$ cat config.mk
export PLATFORM = sky130hd
export DESIGN_NAME = prio_vec_intc
export DESIGN_NICKNAME = d
export VERILOG_FILES = /design/src/rtl/intc_pkg.sv /design/src/rtl/intc_sense.sv /design/src/rtl/intc_flag_bank.sv /design/src/rtl/intc_prio_pick.sv /design/src/rtl/intc_take_ctrl.sv /design/src/rtl/prio_vec_intc.sv
export SDC_FILE = /design/constraint.sdc
export NUM_CORES = 1
export LEC_CHECK = 0
export ABC_CLOCK_PERIOD_IN_PS = 2500
export BUFFER_PORTS_ARGS = -buffer_cell sky130_fd_sc_hd__buf_2
export CORE_ASPECT_RATIO = 0.8
export CORE_MARGIN = 2
export CORE_UTILIZATION = 49
export DETAILED_ROUTE_END_ITERATION = 10
export PLACE_DENSITY = 0.83
export SETUP_SLACK_MARGIN = 0.1
export SYNTH_ARGS = -nofsm -noshare
export SYNTH_HDL_FRONTEND = slang
export SYNTH_SLANG_ARGS = --single-unit
$ cat constraint.sdc
create_clock -name clk -period 2.5 [get_ports clk]
set_input_delay 0 -clock clk [delete_from_list [all_inputs] [get_ports clk]]
set_output_delay 0 -clock clk [all_outputs]
set_load 0.02 [all_outputs]
$ cat src/rtl/intc_pkg.sv
package intc_pkg;
   localparam int unsigned IRQ_N = 5;
   localparam int unsigned VEC_W = $clog2(IRQ_N + 1);

   localparam int unsigned SRC_EXT   = 0;
   localparam int unsigned SRC_PCHG  = 1;
   localparam int unsigned SRC_TOV   = 2;
   localparam int unsigned SRC_EERDY = 3;
   localparam int unsigned SRC_CMP   = 4;

   typedef enum logic [1:0] {
      SENSE_LOW  = 2'd0,
      SENSE_ANY  = 2'd1,
      SENSE_FALL = 2'd2,
      SENSE_RISE = 2'd3
   } sense_e;

   typedef enum logic {
      TK_IDLE  = 1'b0,
      TK_OFFER = 1'b1
   } take_st_e;
endpackage

$ cat src/rtl/intc_sense.sv
module intc_sense import intc_pkg::*; #(
   parameter int unsigned PIN_W = 6,
   parameter int unsigned EXT_PIN = 1,
   parameter logic [PIN_W-1:0] PC_PIN_EN = {1'b0, {(PIN_W-1){1'b1}}}
) (
   input  logic             clk,
   input  logic             rst_n,
   input  logic [PIN_W-1:0] pin_lvl,
   input  logic [1:0]       ext_sense,
   output logic             ext_evt,
   output logic             ext_lvl,
   output logic             pchg_evt
);
   generate
      if (EXT_PIN >= PIN_W) begin : g_bad_ext
         $error("intc_sense: EXT_PIN outside the port");
      end
      if (PIN_W < 1) begin : g_bad_w
         $error("intc_sense: PIN_W must be at least 1");
      end
   endgenerate

   logic [PIN_W-1:0] prev_q;
   logic             primed_q;
   logic [PIN_W-1:0] chg;
   sense_e           mode;

   assign mode = sense_e'(ext_sense);

   always_ff @(posedge clk) begin
      if (!rst_n) begin
         prev_q   <= '0;
         primed_q <= 1'b0;
      end else begin
         prev_q   <= pin_lvl;
         primed_q <= 1'b1;
      end
   end

   assign chg      = (pin_lvl ^ prev_q) & {PIN_W{primed_q}};
   assign pchg_evt = |(chg & PC_PIN_EN);

   always_comb begin
      ext_evt = 1'b0;
      ext_lvl = 1'b0;
      unique case (mode)
         SENSE_LOW:  ext_lvl = ~pin_lvl[EXT_PIN];
         SENSE_ANY:  ext_evt = chg[EXT_PIN];
         SENSE_FALL: ext_evt = chg[EXT_PIN] & ~pin_lvl[EXT_PIN];
         SENSE_RISE: ext_evt = chg[EXT_PIN] &  pin_lvl[EXT_PIN];
         default:    ext_evt = 1'b0;
      endcase
   end

   // in level mode no event is ever produced for the flag
   a_r6_level_no_flag: assert property (@(posedge clk) disable iff (!rst_n)
      (mode == SENSE_LOW) |-> !ext_evt);
endmodule

$ cat src/rtl/intc_flag_bank.sv
module intc_flag_bank #(
   parameter int unsigned N = 5
) (
   input  logic         clk,
   input  logic         rst_n,
   input  logic [N-1:0] set_evt,
   input  logic         wr_en,
   input  logic [N-1:0] wr_clr,
   input  logic [N-1:0] take_clr,
   output logic [N-1:0] flag_q
);
   generate
      if (N < 1) begin : g_bad_n
         $error("intc_flag_bank: N must be at least 1");
      end
      for (genvar i = 0; i < N; i++) begin : g_bit
         always_ff @(posedge clk) begin
            if (!rst_n)
               flag_q[i] <= 1'b0;
            else if (set_evt[i])
               flag_q[i] <= 1'b1;
            else if ((wr_en && wr_clr[i]) || take_clr[i])
               flag_q[i] <= 1'b0;
         end

         // an event always leaves its flag set
         a_r4_flag_latched: assert property (@(posedge clk) disable iff (!rst_n)
            set_evt[i] |=> flag_q[i]);
         // a flag with no event and no clear keeps its value
         a_r11_flag_hold: assert property (@(posedge clk) disable iff (!rst_n)
            (!set_evt[i] && !(wr_en && wr_clr[i]) && !take_clr[i]) |=> $stable(flag_q[i]));
      end
   endgenerate
endmodule

$ cat src/rtl/intc_prio_pick.sv
module intc_prio_pick #(
   parameter int unsigned N  = 5,
   parameter int unsigned VW = $clog2(N + 1)
) (
   input  logic [N-1:0]  req,
   output logic          any,
   output logic [VW-1:0] vec
);
   generate
      if ((1 << VW) < N + 1) begin : g_bad_vw
         $error("intc_prio_pick: VW too narrow for N");
      end
   endgenerate

   always_comb begin
      any = 1'b0;
      vec = '0;
      for (int i = N - 1; i >= 0; i--) begin
         if (req[i]) begin
            any = 1'b1;
            vec = VW'(i + 1);
         end
      end
   end
endmodule

$ cat src/rtl/intc_take_ctrl.sv
module intc_take_ctrl import intc_pkg::*; #(
   parameter int unsigned VW = 3
) (
   input  logic          clk,
   input  logic          rst_n,
   input  logic          gie_q,
   input  logic          any,
   input  logic [VW-1:0] pick_vec,
   input  logic          ack,
   output logic          irq_req,
   output logic [VW-1:0] irq_vec,
   output logic          take
);
   take_st_e st_q;

   always_ff @(posedge clk) begin
      if (!rst_n) begin
         st_q    <= TK_IDLE;
         irq_vec <= '0;
      end else begin
         unique case (st_q)
            TK_IDLE: if (gie_q && any) begin
               st_q    <= TK_OFFER;
               irq_vec <= pick_vec;
            end
            TK_OFFER: if (ack) st_q <= TK_IDLE;
            default:  st_q <= TK_IDLE;
         endcase
      end
   end

   assign irq_req = (st_q == TK_OFFER);
   assign take    = irq_req & ack;

   // offer and vector held until the acknowledge
   a_r12_vec_hold: assert property (@(posedge clk) disable iff (!rst_n)
      (irq_req && !ack) |=> (irq_req && $stable(irq_vec)));
   // an offer only starts from an enabled state
   a_r3_gie_gate: assert property (@(posedge clk) disable iff (!rst_n)
      $rose(irq_req) |-> $past(gie_q));
endmodule

$ cat src/rtl/prio_vec_intc.sv
module prio_vec_intc import intc_pkg::*; #(
   parameter int unsigned PIN_W = 6,
   parameter int unsigned EXT_PIN = 1,
   parameter logic [PIN_W-1:0] PC_PIN_EN = {1'b0, {(PIN_W-1){1'b1}}}
) (
   input  logic             clk,
   input  logic             rst_n,
   input  logic [PIN_W-1:0] pin_lvl,
   input  logic [1:0]       ext_sense,
   input  logic             tov_evt,
   input  logic             eerdy_evt,
   input  logic             cmp_evt,
   input  logic             flag_wr,
   input  logic [IRQ_N-1:0] flag_wdata,
   input  logic             mask_wr,
   input  logic [IRQ_N-1:0] mask_wdata,
   input  logic             gie_set,
   input  logic             gie_clr,
   input  logic             irq_ack,
   output logic             irq_req,
   output logic [VEC_W-1:0] irq_vec,
   output logic [IRQ_N-1:0] flags,
   output logic             gie
);
   logic             ext_evt, ext_lvl, pchg_evt;
   logic [IRQ_N-1:0] set_evt, take_clr, lvl_vec, pend;
   logic [IRQ_N-1:0] mask_q;
   logic             gie_q, any, take;
   logic [VEC_W-1:0] pick_vec;

   intc_sense #(.PIN_W(PIN_W), .EXT_PIN(EXT_PIN), .PC_PIN_EN(PC_PIN_EN)) u_sense (
      .clk(clk), .rst_n(rst_n), .pin_lvl(pin_lvl), .ext_sense(ext_sense),
      .ext_evt(ext_evt), .ext_lvl(ext_lvl), .pchg_evt(pchg_evt));

   always_comb begin
      set_evt            = '0;
      set_evt[SRC_EXT]   = ext_evt;
      set_evt[SRC_PCHG]  = pchg_evt;
      set_evt[SRC_TOV]   = tov_evt;
      set_evt[SRC_EERDY] = eerdy_evt;
      set_evt[SRC_CMP]   = cmp_evt;
      lvl_vec            = '0;
      lvl_vec[SRC_EXT]   = ext_lvl;
   end

   generate
      for (genvar i = 0; i < IRQ_N; i++) begin : g_tclr
         assign take_clr[i] = take && (irq_vec == VEC_W'(i + 1));
      end
   endgenerate

   intc_flag_bank #(.N(IRQ_N)) u_flags (
      .clk(clk), .rst_n(rst_n), .set_evt(set_evt), .wr_en(flag_wr),
      .wr_clr(flag_wdata), .take_clr(take_clr), .flag_q(flags));

   always_ff @(posedge clk) begin
      if (!rst_n) begin
         mask_q <= '0;
         gie_q  <= 1'b0;
      end else begin
         if (mask_wr) mask_q <= mask_wdata;
         if (take || gie_clr) gie_q <= 1'b0;
         else if (gie_set)    gie_q <= 1'b1;
      end
   end

   assign pend = (flags | lvl_vec) & mask_q;
   assign gie  = gie_q;

   intc_prio_pick #(.N(IRQ_N), .VW(VEC_W)) u_pick (
      .req(pend), .any(any), .vec(pick_vec));

   intc_take_ctrl #(.VW(VEC_W)) u_take (
      .clk(clk), .rst_n(rst_n), .gie_q(gie_q), .any(any), .pick_vec(pick_vec),
      .ack(irq_ack), .irq_req(irq_req), .irq_vec(irq_vec), .take(take));

   logic [IRQ_N-1:0] below_m;
   always_comb begin
      below_m = '0;
      for (int i = 0; i < IRQ_N; i++)
         if (VEC_W'(i + 1) < irq_vec) below_m[i] = 1'b1;
   end

   // no lower vector was pending when an offer started
   a_r2_lowest_first: assert property (@(posedge clk) disable iff (!rst_n)
      $rose(irq_req) |-> (($past(pend) & below_m) == '0));
   // offered vector always names a maskable slot
   a_r2_vec_range: assert property (@(posedge clk) disable iff (!rst_n)
      irq_req |-> (irq_vec != '0 && irq_vec <= VEC_W'(IRQ_N)));
   // taking an interrupt leaves the global enable cleared
   a_r10_take_clears_gie: assert property (@(posedge clk) disable iff (!rst_n)
      (irq_req && irq_ack) |=> !gie_q);
   // an offered source was enabled when the offer began
   a_r5_mask_gate: assert property (@(posedge clk) disable iff (!rst_n)
      $rose(irq_req) |-> ($past(mask_q) & ~below_m) != '0);
endmodule

**Yosys cells after proc, flatten, opt, wreduce, memory -nomap -nowiden**

Cells that the tools add are included.

- Flip-flop bits (word level): 21
- Logic and storage cells: 81
- Output and inout bits: 10

- Eq/ne operators: 8
- Reduce and logical (&&, ||, !) cells: 26
- Muxes and demuxes: 26
- Bitwise gates (word level): 10

Operators with widths:

| kind | number |
|---|---|
| $mux W1 | 19 |
| $mux W3 | 5 |
| $logic_and A1 B1 Y1 | 11 |
| $and A5 B5 Y5 | 2 |
| $reduce_bool A2 Y1 | 5 |
| $eq A3 B2 Y1 const B | 2 |
| $eq A3 B3 Y1 const B | 2 |
| $logic_or A1 B1 Y1 | 6 |
| $or A5 B1 Y5 | 1 |
| $reduce_or A5 Y1 | 1 |
| $xor A5 B5 Y5 | 1 |
| $eq A2 B2 Y1 const B | 2 |
| $and A1 B1 Y1 | 3 |
| $eq A3 B1 Y1 const B | 1 |
| $not A1 Y1 | 3 |
| $pmux W1 S3 | 1 |
| $eq A2 B1 Y1 const B | 1 |
| $logic_not A2 Y1 | 1 |
| $pmux W1 S2 | 1 |
| $reduce_and A2 Y1 | 1 |
| $reduce_or A2 Y1 | 1 |

**Depth between registers and ports, before layout**

Gate-level depths: netlist (run 1).

- Depth after elaboration: 12
- Depth in mapped cells: 3

**By module**

A second synthesis (run 1) with hierarchy kept.

- Cells, all modules: 104
- Area total of the unflattened synthesis: 958.4 um2

Modules (own cells, without submodules):

| module | instances | cells an instance | seq. area each (um2) | area an instance (um2) |
|---|---|---|---|---|
| prio_vec_intc | 1 | 33 | 120.1 | 300.3 |
| intc_sense | 1 | 24 | 120.1 | 245.2 |
| intc_flag_bank | 1 | 20 | 100.1 | 198.9 |
| intc_take_ctrl | 1 | 18 | 80.1 | 166.4 |
| intc_prio_pick | 1 | 9 | 0.0 | 47.5 |

**Worst setup path after synthesis (run 1)**

No wires, ideal clock.

- Kind: flip-flop to flip-flop
- Start point: reg mask_q[0]
- End point: reg u_take.irq_vec[0]
- Data required time: 2.440 ns
- Stages on the path, launching flop included: 4
- Arrival: 1.128 ns
- Setup slack: 1.312 ns
- Setup time: 0.060 ns
- Path buffers: 0
- Cell sequence: dfxtp_1 -> or4b_4 -> a41oi_2 -> o221a_1

- Longest elaborated chain between the ends: 4
- Elaborated cells on any way between the ends: 5
- Classes of those cells: mux: 2; bitwise: 1; reduce/logical: 2

Ends and longest elaborated chain:

| what | line | source |
|---|---|---|
| start: declaration | prio_vec_intc.sv:27 | `logic [IRQ_N-1:0] mask_q;` |
| start signal: assignment | prio_vec_intc.sv:61 | `if (mask_wr) mask_q <= mask_wdata;` |
| $and A5 B5 Y5 (*) | prio_vec_intc.sv:67 | `assign pend = (flags \| lvl_vec) & mask_q;` |
| $mux W1 | intc_prio_pick.sv:19 | `if (req[i]) begin` |
| $logic_and A1 B1 Y1 | intc_take_ctrl.sv:22 | `TK_IDLE: if (gie_q && any) begin` |
| $reduce_and A2 Y1 (no line) | n/a |  |
| end signal: assignment | intc_take_ctrl.sv:24 | `irq_vec <= pick_vec;` |
| end: declaration | intc_take_ctrl.sv:11 | `output logic [VW-1:0] irq_vec,` |

Mark *: on every way between the ends. The rest lies on a longest branch, timed or not.
A chain may end at the register's enable or synchronous reset.

**Worst setup path in the final report (run 1)**

- Start point: in rst_n
- End point: reg gie_q, in the netlist gie

- Longest elaborated chain between the ends: 2

Ends and longest elaborated chain:

| what | line | source |
|---|---|---|
| start: declaration | prio_vec_intc.sv:7 | `input logic rst_n,` |
| $not A1 Y1 (no line) | n/a |  |
| $reduce_or A2 Y1 (no line) | n/a |  |
| end signal: assignment | prio_vec_intc.sv:59 | `gie_q <= 1'b0;` |
| end signal: assignment | prio_vec_intc.sv:62 | `if (take \|\| gie_clr) gie_q <= 1'b0;` |
| end signal: assignment | prio_vec_intc.sv:63 | `else if (gie_set) gie_q <= 1'b1;` |
| end: declaration | prio_vec_intc.sv:28 | `logic gie_q, any, take;` |

Every way passes these cells.

==> run summary, run 1 <==
crit path max fanout: 16
final hold vios: 0
hold path startpoint: flag_wdata[3]
syn_area_per_cell: 9.90 um^2
I/O pin count: 38
r2r worst-path depth: 4
Max Root-Sink Buffers: 2
Tightest Pin Transition: 0.328 ns
Hold Crit Class: in -> reg
Crit. End Element: register
Clock Pin Slew Worst Setup and Hold Paths: 0.11 ns
post-synthesis sequential area ratio: 0.457
Rel. slew slack: 0.776
status: completed
Design Area, Final: 1340 um^2
Max stage delay on crit path: 0.60 ns
Util after Layout: 0.791
power density over the cells: 495 nW/um^2
Clock Skew: 0.00482 ns
setup TNS: 0 ns
GRT Total Usage: 0.232
Worst setup SP type: input pin
drt first-iter violations: 25
Net Count, Synth: 121
fraction of layout cells with a size suffix above 1: 0.293
Max Fclk: 612 MHz
Hold Path Depth: 4
Synth cell types: 35
Clock Latency Late Sink: 0.31 ns
Gate power share: 0.188
Vias/cell: 5.43
Max Slew Vio Count: 0
P&R area growth vs syn: 45.4%
number of max-cap violations: 0
Die X: 52.5 um
CTS root buffer: clkbuf_4
Final setup viols: 0
Placer Congestion: 0.785
first-pass GRT wire length: 3800 um
Antenna Nets Post-Route: 0
Layout Nets: 179
kind of critical path: in -> reg
Pint: 481 uW
slowest stage cell, crit path: dlygate4sd3_1
static leakage: 0.614 nW
largest net degree at the start of global routing: 17
RSZ-0062 raised after global routing: no
initial core utilization: 0.544
Core Box Area: 1690 um^2
Die Span Y: 42.8 um
Worst Path Arrival: 1.89 ns
DRC Markers: 0
clk sinks: 21
clock share of power: 0.249
1st-pass router iterations: 4
hold endpoint: u_flags.flag_q[3]
reg2reg start: u_take.irq_req
# diodes: 0
CTS tree: done
# port buffers: 36
drt total wl: 2480 um
initial antenna violation count: 0
post-CTS sizing: 0
WL/cell: 14.4 um
grt ovf: 0
Synth Warn #: 0
Reg2Reg Capture Point: u_flags.flag_q[4]
CTS Buf Count: 3
CP Cell Sequence: dlygate4sd3_1 -> buf_2 -> inv_2 -> a2111oi_0 -> dlygate4sd3_1
Syn Inst Count: 93
Final Cycle Share: 0.654
switch share: 0.274
R2R Setup Slk: 0.89 ns
#FFs+latches synth: 21
DR vias: 934
Netlist Area Pre-Place: 921 um^2
Peak supply drop: 0.000550 V
CTS H-Tree Depth: 1
DIE AREA: 2240 um^2
Psw: 182 uW
Post-DP Area: 1120 um^2
# rows: 13
Period minus WS final: 1.64 ns
CP most frequent cell: dlygate4sd3_1
WP data required: 2.76 ns
vias in the first global route: 866
DPL Wire Length: 1650 um
Flop pwr share: 0.563
worst max-delay path: cells and delay by family:
kind | cells | cell delay, ns
AOI/OAI and AO/OA | 1 | 0.35
buffers and inverters | 4 | 1.53
power groups by stage:
stage	Sequential (mW)	Clock, mW	Combinational, mW
6_report	0.373	0.165	0.125
5_1_grt	0.375	0.185	0.136
4_1_cts	0.372	0.168	0.121
3_5_place_dp	0.380	0	0.0999
3_3_place_gp	0.379	0	0.0957
2_1_floorplan	0.388	0	0.0444
stage by stage:
stage               total power [mW]  instances  hold WS (ns)  setup WS [ns]
finish                         0.663        172        0.0235          0.865
global route                   0.696        172        0.0404          0.709
CTS                            0.661        170      0.000925          0.901
detailed placement             0.480        149         0.177           1.21
global placement               0.474        149         0.178           1.24
floorplan                      0.432         93        0.0277           1.31
cell usage in the layout, fill, tap and decap left out, drive strengths merged, types with 2 or more instances in the layout:
master and instances:
nand4b 2, a22oi 2, and2 6, a21oi 2, xor2 5, nor2 6, clkbuf 3, o211ai 3
inv 6, dlygate4sd3 19, mux2i 5, buf 36, o311ai 3, dfxtp 21, o21a 2, and4bb 2
nand2 8
area by class of cell:
type	count	area [um^2]
Multi-Input combinational cell	64	470
Tap cell	22	27.5
Clock buffer	3	22.5
Timing Repair Buffer	55	370
Clock inverter	1	5.00
Fill cell	125	353
Inverter	6	22.5
Sequential cell	21	420
how the worst max path moves through the flow:
stage                   start                 to  slack, ns
finish                  rst_n                gie       0.86
global route            rst_n                gie       0.71
CTS                     rst_n                gie       0.90
detailed placement  mask_q[0]  u_take.irq_vec[0]       1.21
global placement    mask_q[0]  u_take.irq_vec[0]       1.24
floorplan           mask_q[0]  u_take.irq_vec[0]       1.31
routing by layer:
metal  global-route usage  up-vias  share of wire
li1                     -      459              -
met5                    0        -              0
met3               0.0634        4          0.071
met2                0.430       46           0.51
met1                0.269      425           0.41
met4               0.0308        0         0.0093
synth_stat cells (all sizes together):
cell type / n / area [um^2]
nand3: 1 / 5.00
dfxtp: 21 / 420
nand4: 1 / 6.26
a22oi: 2 / 15.0
inv: 6 / 22.5
and3b: 1 / 8.76
a221o: 1 / 10.0
o221a: 1 / 11.3
o211ai: 3 / 22.5
and4bb: 2 / 25.0
o311ai: 3 / 26.3
nor3b: 1 / 7.51
a21oi: 2 / 10.0
nand3b: 1 / 7.51
a41oi: 1 / 16.3
nand4b: 2 / 17.5
a2111oi: 1 / 8.76
and4b: 1 / 10.0
or4b: 1 / 13.8
o21ai: 1 / 5.00
nand2: 8 / 30.0
nor2b: 1 / 6.26
a32oi: 1 / 8.76
and2: 6 / 37.5
nor2: 6 / 22.5
o2111ai: 1 / 8.76
nand2b: 1 / 6.26
o21a: 2 / 15.0
clkbuf: 2 / 7.51
xor2: 5 / 43.8
a221oi: 1 / 8.76
mux2i: 5 / 50.1
a31oi: 1 / 6.26
cell families (layout without fill, tap and decap cells):
logic type,Yosys count,in the layout,share of synthesized area
DFF,21,21,0.457
buffers and inverters,8,65,0.0326
muxes,5,5,0.0543
AOI/OAI and AO/OA,21,21,0.188
and+or+nand+nor,33,33,0.221
xor gates and xnor gates,5,5,0.0476
registers in the layout, summed over array words and instances, names as in the netlist:
register          count
mask_q                5
gie                   1
u_sense.prev_q        5
u_flags.flag_q        5
u_take.irq_vec        3
u_take.irq_req        1
u_sense.primed_q      1
what timing repair did:
item / CTS / global route
hold endpoints to repair: 15 / 2
hold buffers: 17 / 2
buffers inserted: 0 / 0
Power figures use the tool's default switching activity.
==> run 2, diff against run 1 <==
--- a/config.mk
+++ b/config.mk
@@ -5,13 +5,13 @@
 export SDC_FILE = /design/constraint.sdc
 export NUM_CORES = 1
 export LEC_CHECK = 0
-export ABC_CLOCK_PERIOD_IN_PS = 2500
+export ABC_CLOCK_PERIOD_IN_PS = 1400
 export BUFFER_PORTS_ARGS = -buffer_cell sky130_fd_sc_hd__buf_2
 export CORE_ASPECT_RATIO = 0.8
 export CORE_MARGIN = 2
-export CORE_UTILIZATION = 49
+export CORE_UTILIZATION = 41
 export DETAILED_ROUTE_END_ITERATION = 10
-export PLACE_DENSITY = 0.83
+export PLACE_DENSITY = 0.75
 export SETUP_SLACK_MARGIN = 0.1
 export SYNTH_ARGS = -nofsm -noshare
 export SYNTH_HDL_FRONTEND = slang
==> constraint.sdc (replaced) <==
create_clock -name clk -period 1.4 [get_ports clk]
set_input_delay 0 -clock clk [delete_from_list [all_inputs] [get_ports clk]]
set_output_delay 0 -clock clk [all_outputs]
set_load 0.02 [all_outputs]
==> run summary, run 2 (synthesis gave the netlist of run 1 again) <==
status: completed
DR vias: 940
Rel. slew slack: 0.748
P&R area growth vs syn: 47.6%
grt ovf: 0
Setup Buffers After CTS: 0
CTS tree: done
Core Box Area: 2140 um^2
GRT Total Usage: 0.194
1st-pass router iterations: 4
Layout Nets: 181
Worst setup SP type: register
final hold vios: 0
RSZ-0062 raised after global routing: yes
Crit. End Element: register
largest net degree at the start of global routing: 17
Psw: 307 uW
# port buffers: 36
CTS root buffer: clkbuf_4
Max Fclk: 768 MHz
Gate power share: 0.191
Die X: 57.0 um
first-pass GRT wire length: 3800 um
WL/cell: 12.9 um
drt first-iter violations: 33
Max stage delay on crit path: 0.51 ns
drt total wl: 2290 um
Final Cycle Share: 0.929
Vias/cell: 5.31
static leakage: 0.617 nW
cell count along the critical path: 3
slowest stage cell, crit path: or4b_4
Max Root-Sink Buffers: 2
crit path max fanout: 4
placed cell count: 153
r2r worst-path depth: 3
kind of critical path: reg -> reg
power density over the cells: 864 nW/um^2
initial antenna violation count: 0
clock share of power: 0.243
initial core utilization: 0.430
setup TNS: 0 ns
clk sinks: 21
Clock Skew: 0.00180 ns
switch share: 0.261
I/O pin count: 38
most common cell after layout, fill and taps aside: buf_2
Peak supply drop: 0.000788 V
Max Slew Vio Count: 0
DRC Markers: 0
Clock Pin Slew Worst Setup and Hold Paths: 0.11 ns
Tightest Pin Transition: 0.378 ns
vias in the first global route: 905
DIE AREA: 2640 um^2
Reg2Reg Capture Point: u_take.irq_vec[0]
Pint: 867 uW
Final setup viols: 0
number of max-cap violations: 0
Hold Crit Class: in -> reg
# rows: 15
Antenna Nets Post-Route: 0
CTS Buf Count: 3
Flop pwr share: 0.566
reg2reg start: mask_q[0]
DPL Wire Length: 1560 um
# diodes: 0
most frequent cells in the layout: 36 x buf_2, 21 x dfxtp_1, 20 x dlygate4sd3_1
crit path from: mask_q[0]
CTS H-Tree Depth: 1
R2R Setup Slk: 0.1 ns
Buf+Inv Stages, Crit Path: 0
Period minus WS final: 1.30 ns
CP Cell Sequence: or4b_4 -> a41oi_2 -> o221a_1
fraction of layout cells with a size suffix above 1: 0.289
Die Span Y: 46.4 um
Worst Path Arrival: 1.55 ns
final cell count without fillers: 177
Top Registers: mask_q: 5 flops, u_flags.flag_q: 5 flops, u_sense.prev_q: 5 flops
CP top delay family: simple AND/OR/NAND/NOR gates
Placer Congestion: 0.905
Clock Latency Late Sink: 0.30 ns
WP data required: 1.65 ns
Setup crit end: u_take.irq_vec[0]
Fill cells: 176
run 2: changes by cell type in the layout (fill, tap and decap cells not counted):
cell / change
clkinv_2: -1
clkbuf_1: +1
dlygate4sd3_1: +1
buf_4: +1
run 2: how the worst min path moves through the flow:
stage                             start           endpoint  cells after the start
final                     flag_wdata[2]  u_flags.flag_q[2]                      3
after global routing      flag_wdata[3]  u_flags.flag_q[3]                      4
after CTS                 flag_wdata[2]  u_flags.flag_q[2]                      3
after detailed placement        gie_clr                gie                      2
after global placement          gie_clr                gie                      2
after floorplan                   rst_n   u_sense.primed_q                      0
run 2: final cells by class:
class                           instances  area, um^2  area share
Multi-Input combinational cell         64         470       0.346
Timing Repair Buffer                   57         388       0.285
Clock buffer                            4        26.3      0.0193
Tap cell                               25        31.3      0.0230
Inverter                                6        22.5      0.0166
Sequential cell                        21         420       0.309
run 2: worst min-delay path: cells and delay by family:
| kind | cells | cell delay, ns |
|---|---|---|
| buffers and inverters | 1 | 0.07 |
| AO/OA/AOI/OAI | 2 | 0.21 |
run 2: per-stage QoR:
stage	cell area [um^2]	util	hold slack, ns	total power, mW	setup slack [ns]
final	1360	0.635	0.0261	1.17	0.0987
after global routing	1360	0.635	0.0231	1.24	0.0446
after CTS	1360	0.635	0.0184	1.19	0.102
after detailed placement	1130	0.529	0.187	0.858	0.133
after global placement	1130	0.529	0.180	0.851	0.171
after floorplan	921	-	0.0277	0.772	0.212
run 2: metal layers:
metal / track usage / part of all wire
met5: 0 / 0
met4: 0.0837 / 0.024
met1: 0.229 / 0.46
met2: 0.331 / 0.45
met3: 0.0618 / 0.068
run 2: power by group through the flow:
stage | sequential (mW) | clock [mW] | combinational [mW]
floorplan | 0.693 | 0 | 0.0793
global placement | 0.675 | 0 | 0.176
detailed placement | 0.678 | 0 | 0.180
CTS | 0.664 | 0.302 | 0.224
global route | 0.668 | 0.327 | 0.245
finish | 0.664 | 0.285 | 0.224
run 2: what timing repair did:
item                       4_1_cts  5_1_grt
hold buffers                    20        0
resized for setup                0        0
hold endpoints to repair        17        0
setup endpoints to repair        0        1
